$ cat src/rtl/intc_pkg.sv
// Package for the cascaded interrupt controller.
// Holds the stage-select encoding and the vector composition rule.
// Assumes 8-bit vectors and a primary stage whose chained input
// carries the secondary stage's request.
package intc_pkg;

    typedef enum logic {
        STG_PRIMARY   = 1'b0,
        STG_SECONDARY = 1'b1
    } stage_sel_e;

    // Build the vector for a maskable delivery from the stage indices.
    function automatic logic [7:0] compose_vec(
        input logic [7:0] prim_base,
        input logic [7:0] sec_base,
        input int         chain_line,
        input int         prim_idx,
        input int         sec_idx
    );
        if (prim_idx == chain_line)
            return sec_base + 8'(sec_idx);
        else
            return prim_base + 8'(prim_idx);
    endfunction

endpackage

$ cat src/rtl/intc_stage.sv
// One request stage of the controller: per-line edge latches, an
// in-service register and the priority resolver.
// Assumes the caller raises ack_i only while cand_valid_o is 1 and
// eoi_i for one cycle per end-of-interrupt command. When HAS_CHAIN
// is set, line CHAIN_IDX is replaced by the level chain_i
// (the request of a lower stage), which is never latched.
module intc_stage #(
    parameter int LINES     = 8,
    parameter bit HAS_CHAIN = 1'b0,
    parameter int CHAIN_IDX = 2,
    parameter int IDXW      = $clog2(LINES)
) (
    input  logic             clk,
    input  logic             rst_n,
    input  logic [LINES-1:0] req_i,
    input  logic             chain_i,
    input  logic             ack_i,
    input  logic             eoi_i,
    output logic             cand_valid_o,
    output logic [IDXW-1:0]  cand_idx_o,
    output logic [LINES-1:0] isr_o
);

    localparam logic [LINES-1:0] CHAIN_MASK =
        HAS_CHAIN ? (LINES'(1) << CHAIN_IDX) : '0;

    logic [LINES-1:0] prev_q;
    logic [LINES-1:0] pend_q;
    logic [LINES-1:0] isr_q;
    logic [LINES-1:0] eff_pend;
    logic [LINES-1:0] rise;
    logic [LINES-1:0] ack_mask;
    logic [LINES-1:0] eoi_mask;
    int               hi_isr;

    // Pending view: latched edges plus the chained level, if any.
    assign eff_pend = (pend_q & ~CHAIN_MASK) | ({LINES{chain_i}} & CHAIN_MASK);
    // New rising edges on real device lines.
    assign rise     = req_i & ~prev_q & ~CHAIN_MASK;
    // Line granted this cycle.
    assign ack_mask = ack_i ? (LINES'(1) << cand_idx_o) : '0;
    // Lowest-numbered in-service line released by an end-of-interrupt.
    assign eoi_mask = eoi_i ? (isr_q & (~isr_q + LINES'(1))) : '0;

    // Find the most urgent in-service line (LINES when none).
    always_comb begin
        hi_isr = LINES;
        for (int i = LINES - 1; i >= 0; i--) begin
            if (isr_q[i]) hi_isr = i;
        end
    end

    // Pick the lowest pending line that outranks everything in service.
    always_comb begin
        cand_valid_o = 1'b0;
        cand_idx_o   = '0;
        for (int i = LINES - 1; i >= 0; i--) begin
            if (eff_pend[i] && (i < hi_isr)) begin
                cand_valid_o = 1'b1;
                cand_idx_o   = IDXW'(i);
            end
        end
    end

    // Edge history, pending and in-service state.
    always_ff @(posedge clk) begin
        if (!rst_n) begin
            prev_q <= '0;
            pend_q <= '0;
            isr_q  <= '0;
        end else begin
            prev_q <= req_i;
            pend_q <= (pend_q & ~ack_mask) | rise;
            isr_q  <= (isr_q & ~eoi_mask) | ack_mask;
        end
    end

    assign isr_o = isr_q;

    // a candidate is always something actually pending.
    p_cand_pending_r2: assert property (@(posedge clk) disable iff (!rst_n)
        cand_valid_o |-> eff_pend[cand_idx_o]);

    // a line already in service is never offered again.
    p_cand_not_isr_r7: assert property (@(posedge clk) disable iff (!rst_n)
        cand_valid_o |-> !isr_q[cand_idx_o]);

    // the granted line is in service on the next cycle.
    p_ack_sets_isr_r7: assert property (@(posedge clk) disable iff (!rst_n)
        ack_i |=> isr_q[$past(cand_idx_o)]);

    // an end-of-interrupt releases exactly one in-service line.
    p_eoi_releases_one_r8: assert property (@(posedge clk) disable iff (!rst_n)
        (eoi_i && !ack_i && (|isr_q)) |=>
            ($countones(isr_q) + 1 == $countones($past(isr_q))));

endmodule

$ cat src/rtl/intc_cpuflag.sv
// Models the CPU interrupt-enable flag as seen by the controller.
// Assumes single-cycle pulses. Priority: acknowledge, then return,
// then clear, then set. Only one saved copy is kept, so a nested
// acknowledge overwrites the copy from the outer one.
module intc_cpuflag (
    input  logic clk,
    input  logic rst_n,
    input  logic set_i,
    input  logic clr_i,
    input  logic ack_i,
    input  logic ret_i,
    output logic flag_o
);

    logic flag_q;
    logic saved_q;

    // Flag update and save-on-acknowledge.
    always_ff @(posedge clk) begin
        if (!rst_n) begin
            flag_q  <= 1'b0;
            saved_q <= 1'b0;
        end else if (ack_i) begin
            saved_q <= flag_q;
            flag_q  <= 1'b0;
        end else if (ret_i) begin
            flag_q  <= saved_q;
        end else if (clr_i) begin
            flag_q  <= 1'b0;
        end else if (set_i) begin
            flag_q  <= 1'b1;
        end
    end

    assign flag_o = flag_q;

    // acknowledge always masks.
    p_ack_masks_r6: assert property (@(posedge clk) disable iff (!rst_n)
        ack_i |=> !flag_q);

    // a return brings back the value saved before it.
    p_ret_restores_r6: assert property (@(posedge clk) disable iff (!rst_n)
        (ret_i && !ack_i) |=> (flag_q == $past(saved_q)));

endmodule

$ cat src/rtl/intc_cascade.sv
// Top of the cascaded controller: two stages, the non-maskable latch,
// the enable flag and the command port decode.
// Assumes int_ack is asserted by the CPU for one cycle per accepted
// vector. An ack while int_req is 0 is ignored.
module intc_cascade #(
    parameter int         STAGE_LINES = 8,
    parameter int         CHAIN_LINE  = 2,
    parameter logic [7:0] PRIM_BASE   = 8'h20,
    parameter logic [7:0] SEC_BASE    = 8'h28,
    parameter logic [7:0] NMI_VEC     = 8'h02,
    parameter logic [7:0] EOI_CODE    = 8'h20,
    parameter int         NLINES      = 2 * STAGE_LINES
) (
    input  logic              clk,
    input  logic              rst_n,
    input  logic [NLINES-1:0] dev_req,
    input  logic              nmi_in,
    input  logic              cpu_sti,
    input  logic              cpu_cli,
    input  logic              cpu_iret,
    input  logic              int_ack,
    input  logic              cmd_wr,
    input  logic              cmd_sel,
    input  logic [7:0]        cmd_data,
    output logic              int_req,
    output logic [7:0]        int_vec,
    output logic              if_flag
);
    import intc_pkg::*;

    localparam int IDXW = $clog2(STAGE_LINES);

    logic                   nmi_prev_q;
    logic                   nmi_pend_q;
    logic                   nmi_edge;
    logic                   ack_ok;
    logic                   prim_ack;
    logic                   sec_ack;
    logic                   eoi_prim;
    logic                   eoi_sec;
    logic                   prim_valid;
    logic                   sec_valid;
    logic [IDXW-1:0]        prim_idx;
    logic [IDXW-1:0]        sec_idx;
    logic [STAGE_LINES-1:0] prim_isr;
    logic [STAGE_LINES-1:0] sec_isr;
    stage_sel_e             sel;

    assign sel      = stage_sel_e'(cmd_sel);
    // Decode end-of-interrupt writes per stage.
    assign eoi_prim = cmd_wr && (sel == STG_PRIMARY)   && (cmd_data == EOI_CODE);
    assign eoi_sec  = cmd_wr && (sel == STG_SECONDARY) && (cmd_data == EOI_CODE);

    assign nmi_edge = nmi_in && !nmi_prev_q;
    assign ack_ok   = int_ack && int_req;
    // Maskable grant only when the non-maskable request is not the one shown.
    assign prim_ack = ack_ok && !nmi_pend_q;
    assign sec_ack  = prim_ack && (int'(prim_idx) == CHAIN_LINE);

    intc_stage #(
        .LINES     (STAGE_LINES),
        .HAS_CHAIN (1'b0),
        .CHAIN_IDX (CHAIN_LINE)
    ) u_sec (
        .clk          (clk),
        .rst_n        (rst_n),
        .req_i        (dev_req[NLINES-1:STAGE_LINES]),
        .chain_i      (1'b0),
        .ack_i        (sec_ack),
        .eoi_i        (eoi_sec),
        .cand_valid_o (sec_valid),
        .cand_idx_o   (sec_idx),
        .isr_o        (sec_isr)
    );

    intc_stage #(
        .LINES     (STAGE_LINES),
        .HAS_CHAIN (1'b1),
        .CHAIN_IDX (CHAIN_LINE)
    ) u_prim (
        .clk          (clk),
        .rst_n        (rst_n),
        .req_i        (dev_req[STAGE_LINES-1:0]),
        .chain_i      (sec_valid),
        .ack_i        (prim_ack),
        .eoi_i        (eoi_prim),
        .cand_valid_o (prim_valid),
        .cand_idx_o   (prim_idx),
        .isr_o        (prim_isr)
    );

    intc_cpuflag u_flag (
        .clk    (clk),
        .rst_n  (rst_n),
        .set_i  (cpu_sti),
        .clr_i  (cpu_cli),
        .ack_i  (ack_ok),
        .ret_i  (cpu_iret),
        .flag_o (if_flag)
    );

    // Non-maskable edge latch; consumed by its own acknowledge.
    always_ff @(posedge clk) begin
        if (!rst_n) begin
            nmi_prev_q <= 1'b0;
            nmi_pend_q <= 1'b0;
        end else begin
            nmi_prev_q <= nmi_in;
            if (nmi_edge)
                nmi_pend_q <= 1'b1;
            else if (ack_ok)
                nmi_pend_q <= 1'b0;
        end
    end

    // Request and vector presented to the CPU.
    always_comb begin
        int_req = nmi_pend_q || (if_flag && prim_valid);
        if (nmi_pend_q)
            int_vec = NMI_VEC;
        else
            int_vec = compose_vec(PRIM_BASE, SEC_BASE, CHAIN_LINE,
                                  int'(prim_idx), int'(sec_idx));
    end

    // a non-maskable edge is shown as vector 2 on the next cycle.
    p_nmi_delivered_r5: assert property (@(posedge clk) disable iff (!rst_n)
        (nmi_edge && !ack_ok) |=> (int_req && int_vec == NMI_VEC));

    // with the flag clear only the non-maskable source may request.
    p_masked_r4: assert property (@(posedge clk) disable iff (!rst_n)
        (!if_flag && int_req) |-> nmi_pend_q);

    // a secondary line in service keeps the cascade input in service.
    p_cascade_held_r10: assert property (@(posedge clk) disable iff (!rst_n)
        (|sec_isr) |-> prim_isr[CHAIN_LINE]);

endmodule

$ cat config.mk
export PLATFORM = sky130hd
export DESIGN_NAME = intc_cascade
export DESIGN_NICKNAME = d
export VERILOG_FILES = /design/src/rtl/intc_pkg.sv /design/src/rtl/intc_stage.sv /design/src/rtl/intc_cpuflag.sv /design/src/rtl/intc_cascade.sv
export SDC_FILE = /design/constraint.sdc
export NUM_CORES = 1
export LEC_CHECK = 0
export ABC_AREA = 1
export BUFFER_PORTS_ARGS = -buffer_cell sky130_fd_sc_hd__buf_2
export CAP_MARGIN = 20
export CORE_MARGIN = 5
export CORE_UTILIZATION = 50
export DETAILED_ROUTE_END_ITERATION = 12
export GPL_TIMING_DRIVEN = 0
export PLACE_DENSITY = 0.77
export SETUP_SLACK_MARGIN = 0.05
export SLEW_MARGIN = 20
export SYNTH_ARGS = -nofsm -noshare
export SYNTH_HDL_FRONTEND = slang
export SYNTH_SLANG_ARGS = --single-unit
$ cat constraint.sdc
create_clock -name clk -period 2.57 [get_ports clk]
set_clock_uncertainty 0.1 [all_clocks]
set_input_delay 0.257 -clock clk [delete_from_list [all_inputs] [get_ports clk]]
set_output_delay 0.257 -clock clk [all_outputs]
set_load 0.05 [all_outputs]
-- Word-level counts from Yosys, hierarchy flattened
Cells that the tools add are included.
- flip-flop bits (word level): 52
- input bits: 33
- output and inout bits: 10
- add/sub/neg operators: 4
- order comparisons: 16
- equal/unequal tests: 2
- shifts and indexed selects: 2
- muxes and demuxes: 59
- bitwise logic cells: 23
- reduce and logical (&&, ||, !) cells: 31
- operator list (cell ; count):
    $mux 32 ; 14
    $lt 4x32->1 const A ; 8
    $lt 3x32->1 const A ; 4
    $and 8x8->8 ; 8
    $lt 1x32->1 const A ; 2
    $lt 2x32->1 const A ; 2
    $not 8->8 ; 8
    $mux 3 ; 16
    $mux 8 ; 4
    $or 8x8->8 ; 4
    $logic_and 1x1->1 ; 25
    $mux 1 ; 21
    $add 8x1->8 const B ; 2
    $shl 1x3->8 const A ; 2
    $add 6x3->7 const A ; 2
    $mux 7 ; 2
    $eq 8x6->1 const B ; 1
    $mux 4 ; 2
    $or 8x3->8 ; 1
    $eq 3x3->1 const B ; 1
    $reduce_bool 3->1 ; 1
    $logic_not 1->1 ; 2
    $not 1->1 ; 2
    $reduce_bool 2->1 ; 1
    other kinds (2) ; 2

-- Depth between registers and ports, before layout
Gate-level depths: netlist of the first run.
- word-level depth: 37
- gate-level depth with buffers: 15
- gate-level depth less buffers: 15

-- Cells and area by module
Synthesis of the first run repeated with hierarchy kept, for this count alone.
- cell total of the unflattened synthesis: 365
- area total of the unflattened synthesis: 2755.1 um^2
- by module, submodules not included (module ; times used ; cells an instance ; area an instance (um^2)):
    intc_stage (u_sec) ; 1 ; 158 ; 1260.0
    intc_stage (u_prim) ; 1 ; 151 ; 1161.1
    intc_cascade ; 1 ; 42 ; 237.7
    intc_cpuflag ; 1 ; 14 ; 96.3

-- Least setup slack after synthesis of the first run
OpenSTA, ideal clock, no wires.
- kind: register to output
- start: reg u_sec.isr_q[3] (netlist: u_sec.isr_o[3])
- end: out int_vec[0]
- arrival time: 2.397 ns
- required time: 2.213 ns
- slack: -0.184 ns
- cell stages (with the launch flop): 14
- cells stage by stage: dfxtp_1 > nor2_4 > inv_2 > nor2_4 > nand2_1 > nand2_2 > nor2_1 > nand2_2 > nand2_4 > a21oi_4 > nand3_4 > nor2_2 > nand3_1 > o21ai_0
- word-level cells in the longest chain between the ends: 22
- ends and longest elaborated chain (element ; RTL line ; RTL):
    start: declaration ; intc_stage.sv:29 ; logic [LINES-1:0] isr_q;
    start signal: assignment ; intc_stage.sv:74 ; isr_q <= (isr_q & ~eoi_mask) | ack_mask;
    $mux 32 * (4 in a row) ; intc_stage.sv:49 ; if (isr_q[i]) hi_isr = i;
    $lt 4x32->1 ; intc_stage.sv:58 ; if (eff_pend[i] && (i < hi_isr)) begin
    $logic_and 1x1->1 ; intc_stage.sv:58 ;
    $mux 1 (8 in a row) ; intc_stage.sv:58 ;
    $or 8x3->8 ; intc_stage.sv:37 ; assign eff_pend = (pend_q & ~CHAIN_MASK) | ({LINES{chain_i}} & CHAIN_MASK);
    $logic_and 1x1->1 ; intc_stage.sv:58 ;
    $mux 3 (3 in a row) ; intc_stage.sv:58 ;
    $add 6x3->7 / $eq 3x3->1 (equally long branches) ; intc_pkg.sv:23, intc_pkg.sv:20 ;
    $mux 7 * ; intc_pkg.sv:20 ; if (prim_idx == chain_line)
    $mux 7 * ; intc_cascade.sv:119 ; if (nmi_pend_q)
    end: declaration ; intc_cascade.sv:26 ; output logic [7:0] int_vec,
Mark *: on every way between the ends. The rest lies on a longest branch, timed or not.

-- Worst setup path in the final report of the first run
- start: reg u_prim.isr_q[0] (netlist: u_prim.isr_o[0])
- end: out int_vec[0]
- word-level cells in the longest chain between the ends: 14
- ends and longest elaborated chain (element ; RTL line):
    start: declaration ; intc_stage.sv:29
    start signal: assignment ; intc_stage.sv:74
    $mux 32 * ; intc_stage.sv:49
    $lt 4x32->1 ; intc_stage.sv:58
    $logic_and 1x1->1 ; intc_stage.sv:58
    $mux 3 (7 in a row) ; intc_stage.sv:58
    $mux 3 * ; intc_stage.sv:58
    $add 6x3->7 / $eq 3x3->1 (equally long branches) ; intc_pkg.sv:23, intc_pkg.sv:20
    $mux 7 * ; intc_pkg.sv:20
    $mux 7 * ; intc_cascade.sv:119
Marks and branches as above.

==> flow_summary.json, run 1 <==
{
  "fp-row-count": 25,
  "cap_violations": 0,
  "final_max_slew_viol_count": 0,
  "core-area_um2": 4790,
  "layout_setup_ws_ns": -0.0389,
  "placed_cells": 463,
  "vdd_drop_max_mv": 0.492,
  "place_area_um2": 2790,
  "cpMaxStageDelayCell": "dfxtp_4",
  "cp-end-kind": "output pin",
  "p_switching_mw": 0.555,
  "period_minus_slack_ns": 2.61,
  "worstPathRequired_ns": 2.21,
  "post-route-cell-area_um2": 3210,
  "grt_pass1_wl_um": 9730,
  "wl_per_cell_um": 12.8,
  "p_comb_share_pct": 21.6,
  "power.internal_mw": 1.38,
  "synthCells": 357,
  "ioPinCount": 43,
  "crit_type": "register to output pin",
  "dr.pass1.iters": 4,
  "final_cell_mix": "nand2_1 (84), inv_1 (51), dfxtp_1 (42), buf_2 (34), nor2_1 (22)",
  "final_cells": 486,
  "cts-root-buf": "clkbuf_8",
  "gr-usage-all-layers_pct": 19.1,
  "path_buf_inv": 1,
  "start_util_pct": 52.3,
  "grt_max_degree": 16,
  "hold_ws_ns": 0.0333,
  "hpwl_um": 4200,
  "setup_viol": 2,
  "seqPwrFrac_pct": 43.4,
  "cts_tree": "done",
  "synth_edf_count": 0,
  "drc": 0,
  "timing.slew.headroom_pct": 63.7,
  "grt-ovfl-total": 0,
  "clock_sink_count": 50,
  "swShare_pct": 28.7,
  "final_common_cell": "nand2_1",
  "port_buffers": 37,
  "power_density_nw_per_um2": 601,
  "viasPerCell": 4.92,
  "netlist_area_um2": 2500,
  "fin_crit_sh_pct": 102,
  "h-tree-depth": 2,
  "cp_max_fo": 5,
  "leakage_nw": 1.67,
  "fmax_mhz": 383,
  "crit_chain": "nor2_4 > nand2_4 > nor2_1 > a21oi_2 > a21oi_4 > nand3_4 > nor2_4 > nand3_2 > o21ai_2 > buf_6",
  "area_delta_synth_final_pct": 28.5,
  "fp.dieW_um": 80.7,
  "rsz0062_at_grt": "true",
  "status": "finished with violations",
  "ys_seq_elements": 50,
  "synth_warnings": 0,
  "cp_slowest_stage_delay_ns": 0.37,
  "layout-drive-gt1-share_pct": 35.8,
  "fill_cells": 386,
  "cpMostUsedCell": "nor2_4",
  "start_kind": "register",
  "routed_wl_um": 6200,
  "ys_types": 33,
  "place_ws_ns": 0.183,
  "clkPwrFrac_pct": 35.1,
  "hold_path.class": "primary input to register",
  "vias": 2393,
  "grt_pass1_vias": 2241,
  "yosys.area.top_type": "dfxtp_1",
  "cp_top_family": "simple AND/OR/NAND/NOR gates",
  "antenna_found_initial": 0,
  "place_congestion": 0.869,
  "clock_latency_ns": 0.31,
  "avgSynthCellArea_um2": 7.01,
  "synth.area.top_cells": "dfxtp_1 (40%), nand2_1 (14%), inv_1 (8.1%)",
  "cts_buffer_depth": 2,
  "fin_nets": 451,
  "diodes": 0,
  "die_area_um2": 6520,
  "tightest_slew_ns": 0.545,
  "yosysSeqAreaShare_pct": 40.0,
  "hold_violations": 0,
  "ant_nets": 0,
  "synth-main-ff-cell": "dfxtp_1",
  "failed_checks": "setup timing",
  "crit_arrival_ns": 2.25,
  "async_reset_ff_share_pct": 0,
  "cts_made_buffers": 5,
  "path_clk_slew_ns": 0.09,
  "synth_top_area_share_pct": 40.0,
  "drt-initial-drc-count": 208,
  "die_h_um": 80.7
}
## area by class of cell
cell class / count / area, um^2 / share of cell area [%]
Tap cell: 67 / 83.8 / 2.61
Multi-Input combinational cell: 243 / 1390 / 43.2
Timing Repair Buffer: 52 / 317 / 9.85
Inverter: 58 / 220 / 6.85
Clock inverter: 2 / 60.1 / 1.87
Buffer: 8 / 41.3 / 1.29
Clock buffer: 6 / 82.6 / 2.57
Sequential cell: 50 / 1020 / 31.8
## flip-flops by register name (all words and copies together) (netlist names)
signal,cells
nmi_prev_q,1
u_sec.prev_q,8
u_prim.isr_o,8
u_sec.eff_pend,8
u_flag.saved_q,1
u_sec.isr_o,8
nmi_pend_q,1
u_flag.flag_o,1
u_prim.prev_q,7
u_prim.pend_q,7
## repair_timing
item	4_1_cts	5_1_grt
pin swaps	9	22
hold buffers	0	0
gates resized for setup	25	31
endpoints found under the hold margin	0	0
endpoints found under the setup margin	4	4
setup buffers	6	9
## power by group through the flow
stage | combinational (mW) | clock (mW) | sequential [mW]
floorplan | 0.265 | 0 | 0.851
global placement | 0.332 | 0 | 0.853
detailed placement | 0.340 | 0 | 0.855
CTS | 0.372 | 0.686 | 0.838
global route | 0.455 | 0.731 | 0.843
finish | 0.417 | 0.677 | 0.837
## cell families (layout without fill, tap and decap cells)
group / after synthesis / after routing / share of synthesized area [%]
AO/OA/AOI/OAI: 46 / 46 / 11.0
other: 1 / 3 / 0.150
flip-flops: 50 / 50 / 40.0
AND/OR/NAND/NOR: 194 / 194 / 38.5
buffers and inverters: 66 / 126 / 10.4
## layer usage
layer / global-route usage, % / vias up / share of wire [%]
li1: - / 1232 / -
met2: 31.7 / 76 / 48
met1: 24.6 / 1073 / 43
met3: 3.92 / 12 / 6.2
met5: 0 / - / 0
met4: 6.76 / 0 / 2.1
## cell usage after synthesis (4+ instances only)
| cell | number |
|---|---|
| nand2_2 | 11 |
| inv_1 | 54 |
| o21ai_0 | 19 |
| nand3_1 | 17 |
| nor2_2 | 6 |
| a21oi_1 | 17 |
| nor3_1 | 5 |
| clkbuf_1 | 5 |
| nor2_1 | 32 |
| dfxtp_1 | 50 |
| nand2_1 | 90 |
| or2_2 | 15 |
| nor2_4 | 4 |
## through the flow
step	setup TNS [ns]	total power, mW	util, %
2_1_floorplan	0	1.12	-
3_3_place_gp	0	1.19	58.2
3_5_place_dp	0	1.20	58.2
4_1_cts	-0.0186	1.90	63.7
5_1_grt	-0.413	2.03	67.1
6_report	-0.0643	1.93	67.1
## worst paths after layout
check	from	endpoint	depth (start not counted)	slack, ns
worst min-delay path	dev_req[10]	u_sec.prev_q[2]	3	0.03
worst min register to register	nmi_prev_q	nmi_pend_q	1	0.35
worst max register to register	u_prim.isr_o[0]	u_prim.pend_q[4]	12	0.37
worst max-delay path	u_prim.isr_o[0]	int_vec[0]	10	-0.04
## worst reg2reg max path: cells and delay by family, from the launching register on
kind / cells / cell delay [ns]
AND/OR/NAND/NOR: 7 / 0.89
flip-flops: 1 / 0.37
AO/OA/AOI/OAI: 3 / 0.49
buffers and inverters: 2 / 0.26
Power figures use the tool's default switching activity.
==> inputs of run 2 (changes only) <==
--- a/config.mk
+++ b/config.mk
@@ -6,7 +6,7 @@
 export NUM_CORES = 1
 export LEC_CHECK = 0
 export ABC_AREA = 1
-export BUFFER_PORTS_ARGS = -buffer_cell sky130_fd_sc_hd__buf_2
+export BUFFER_PORTS_ARGS = -buffer_cell sky130_fd_sc_hd__buf_4
 export CAP_MARGIN = 20
 export CORE_MARGIN = 5
 export CORE_UTILIZATION = 50
==> run 2 against run 1 <==
Net effect:
- the flow still finishes with violations (setup timing)
- highest routed layer unchanged
- die area unchanged
- combinational power grew 6.7%
- count of clock-buffer cells in the layout stayed put
- sequential power about the same
- core utilization increased by 3.7 points
==> flow_summary.json, run 2 (synthesis results as in run 1) <==
{
  "status": "finished with violations",
  "failed_checks": "setup timing",
  "cts_hold_buf": 0,
  "fp.dieW_um": 80.7,
  "place_area_um2": 2880,
  "final_cell_mix": "nand2_1 (85), buf_4 (64), inv_1 (52), dfxtp_1 (42), nor2_1 (21)",
  "grt_pass1_vias": 2246,
  "hpwl_um": 4190,
  "setup_viol": 3,
  "hold_violations": 0,
  "cts_tree": "done",
  "layout_setup_ws_ns": -0.108,
  "viasPerCell": 4.96,
  "grt_max_degree": 15,
  "post-route-cell-area_um2": 3390,
  "reg2reg_depth": 18,
  "vdd_drop_max_mv": 0.514,
  "wl_per_cell_um": 12.9,
  "fill_cells": 368,
  "cp_max_fo": 5,
  "fp-row-count": 25,
  "diodes": 0,
  "cts-root-buf": "clkbuf_8",
  "leakage_nw": 1.76,
  "cts_made_buffers": 5,
  "die_area_um2": 6520,
  "final_max_slew_viol_count": 0,
  "fin_crit_sh_pct": 104,
  "fin_util_pct": 70.8,
  "dr.pass1.iters": 4,
  "reg2reg_slack_ns": 0.08,
  "drt-initial-drc-count": 243,
  "clock_latency_ns": 0.31,
  "grt_pass1_wl_um": 9870,
  "layout-drive-gt1-share_pct": 37.6,
  "grt-ovfl-total": 0,
  "h-tree-depth": 2,
  "cts_buffer_depth": 2,
  "crit_arrival_ns": 2.32,
  "place_congestion": 0.896,
  "timing.rr.end": "u_sec.isr_o[7]",
  "routed_wl_um": 6440,
  "place_ws_ns": 0.250,
  "timing.slew.headroom_pct": 61.5,
  "rsz0062_at_grt": "true",
  "antenna_found_initial": 0,
  "port_buffers": 37,
  "fmax_mhz": 373,
  "holdPathStages": 3,
  "ioPinCount": 43,
  "crit_type": "register to output pin",
  "start_util_pct": 52.3,
  "hold_path.class": "primary input to register",
  "hold_path_end": "u_sec.prev_q[7]",
  "clock_sink_count": 50,
  "cp-end-kind": "output pin",
  "period_minus_slack_ns": 2.68,
  "cap_violations": 0,
  "final_common_cell": "nand2_1",
  "ant_nets": 0,
  "path_clk_slew_ns": 0.09,
  "fin_nets": 467,
  "power_density_nw_per_um2": 547,
  "gr-usage-all-layers_pct": 19.4,
  "tightest_slew_ns": 0.577,
  "drc": 0,
  "area_delta_synth_final_pct": 35.5,
  "worstPathRequired_ns": 2.21,
  "hp-start": "dev_req[15]",
  "vias": 2487,
  "start_kind": "register",
  "p_total_mw": 1.85,
  "core-area_um2": 4790,
  "die_h_um": 80.7,
  "rr_startpoint": "u_sec.isr_o[5]"
}
run 2: layout make-up:
class | count | area [um^2] | share of cell area [%]
Buffer | 8 | 41.3 | 1.22
Clock buffer | 6 | 82.6 | 2.44
Clock inverter | 1 | 30.0 | 0.886
Inverter | 58 | 218 | 6.43
Multi-Input combinational cell | 243 | 1370 | 40.5
Sequential cell | 50 | 1020 | 30.1
Tap cell | 67 | 83.8 | 2.47
Timing Repair Buffer | 68 | 541 | 16.0
run 2: routing by layer:
| layer | up-vias | GRT usage, % | wire (um) |
|---|---|---|---|
| met5 | - | 0 | 0 |
| met4 | 0 | 7.26 | 125 |
| met3 | 13 | 4.37 | 472 |
| met2 | 92 | 31.8 | 3020 |
| met1 | 1126 | 24.8 | 2830 |
| li1 | 1256 | - | - |
run 2: critical path: stages (launching register included):
cell and delay (ns):
dfxtp_4 0.36, nor2_4 0.14, buf_6 0.12, nand4_1 0.16, nand2_1 0.19, nor2_2 0.07, nand2_2 0.08, nand2_4 0.09
a21oi_4 0.20, inv_2 0.08, nor2_2 0.10, nand2_1 0.08, a21oi_2 0.17, buf_6 0.18
run 2: power breakdown:
group / switching [mW] / internal (mW)
sequential: 0.0240 / 0.812
clock: 0.260 / 0.312
combinational: 0.268 / 0.177
total: 0.551 / 1.30
run 2: stage by stage:
stage / setup TNS [ns] / std cells / hold WS (ns)
6_report: -0.171 / 501 / 0.0337
5_1_grt: -0.482 / 501 / 0.0358
4_1_cts: 0 / 491 / 0.0367
3_5_place_dp: 0 / 463 / 0.321
3_3_place_gp: 0 / 463 / 0.310
2_1_floorplan: 0 / 359 / 0.261
run 2: how the worst max path moves through the flow:
stage,from,end,slack (ns),depth (start not counted)
5_1_grt,u_sec.isr_o[5],int_vec[2],-0.18,13
3_3_place_gp,u_sec.isr_o[5],int_vec[0],0.25,14
6_report,u_sec.isr_o[5],int_vec[2],-0.11,13
2_1_floorplan,u_sec.isr_o[3],int_vec[0],0.05,13
4_1_cts,u_sec.isr_o[4],int_vec[0],0.01,14
3_5_place_dp,u_sec.isr_o[5],int_vec[0],0.25,14
run 2: what timing repair did:
item	4_1_cts	5_1_grt
pin swaps	12	10
endpoints found under the setup margin	3	5
buffers inserted	21	11
gates resized for setup	23	32
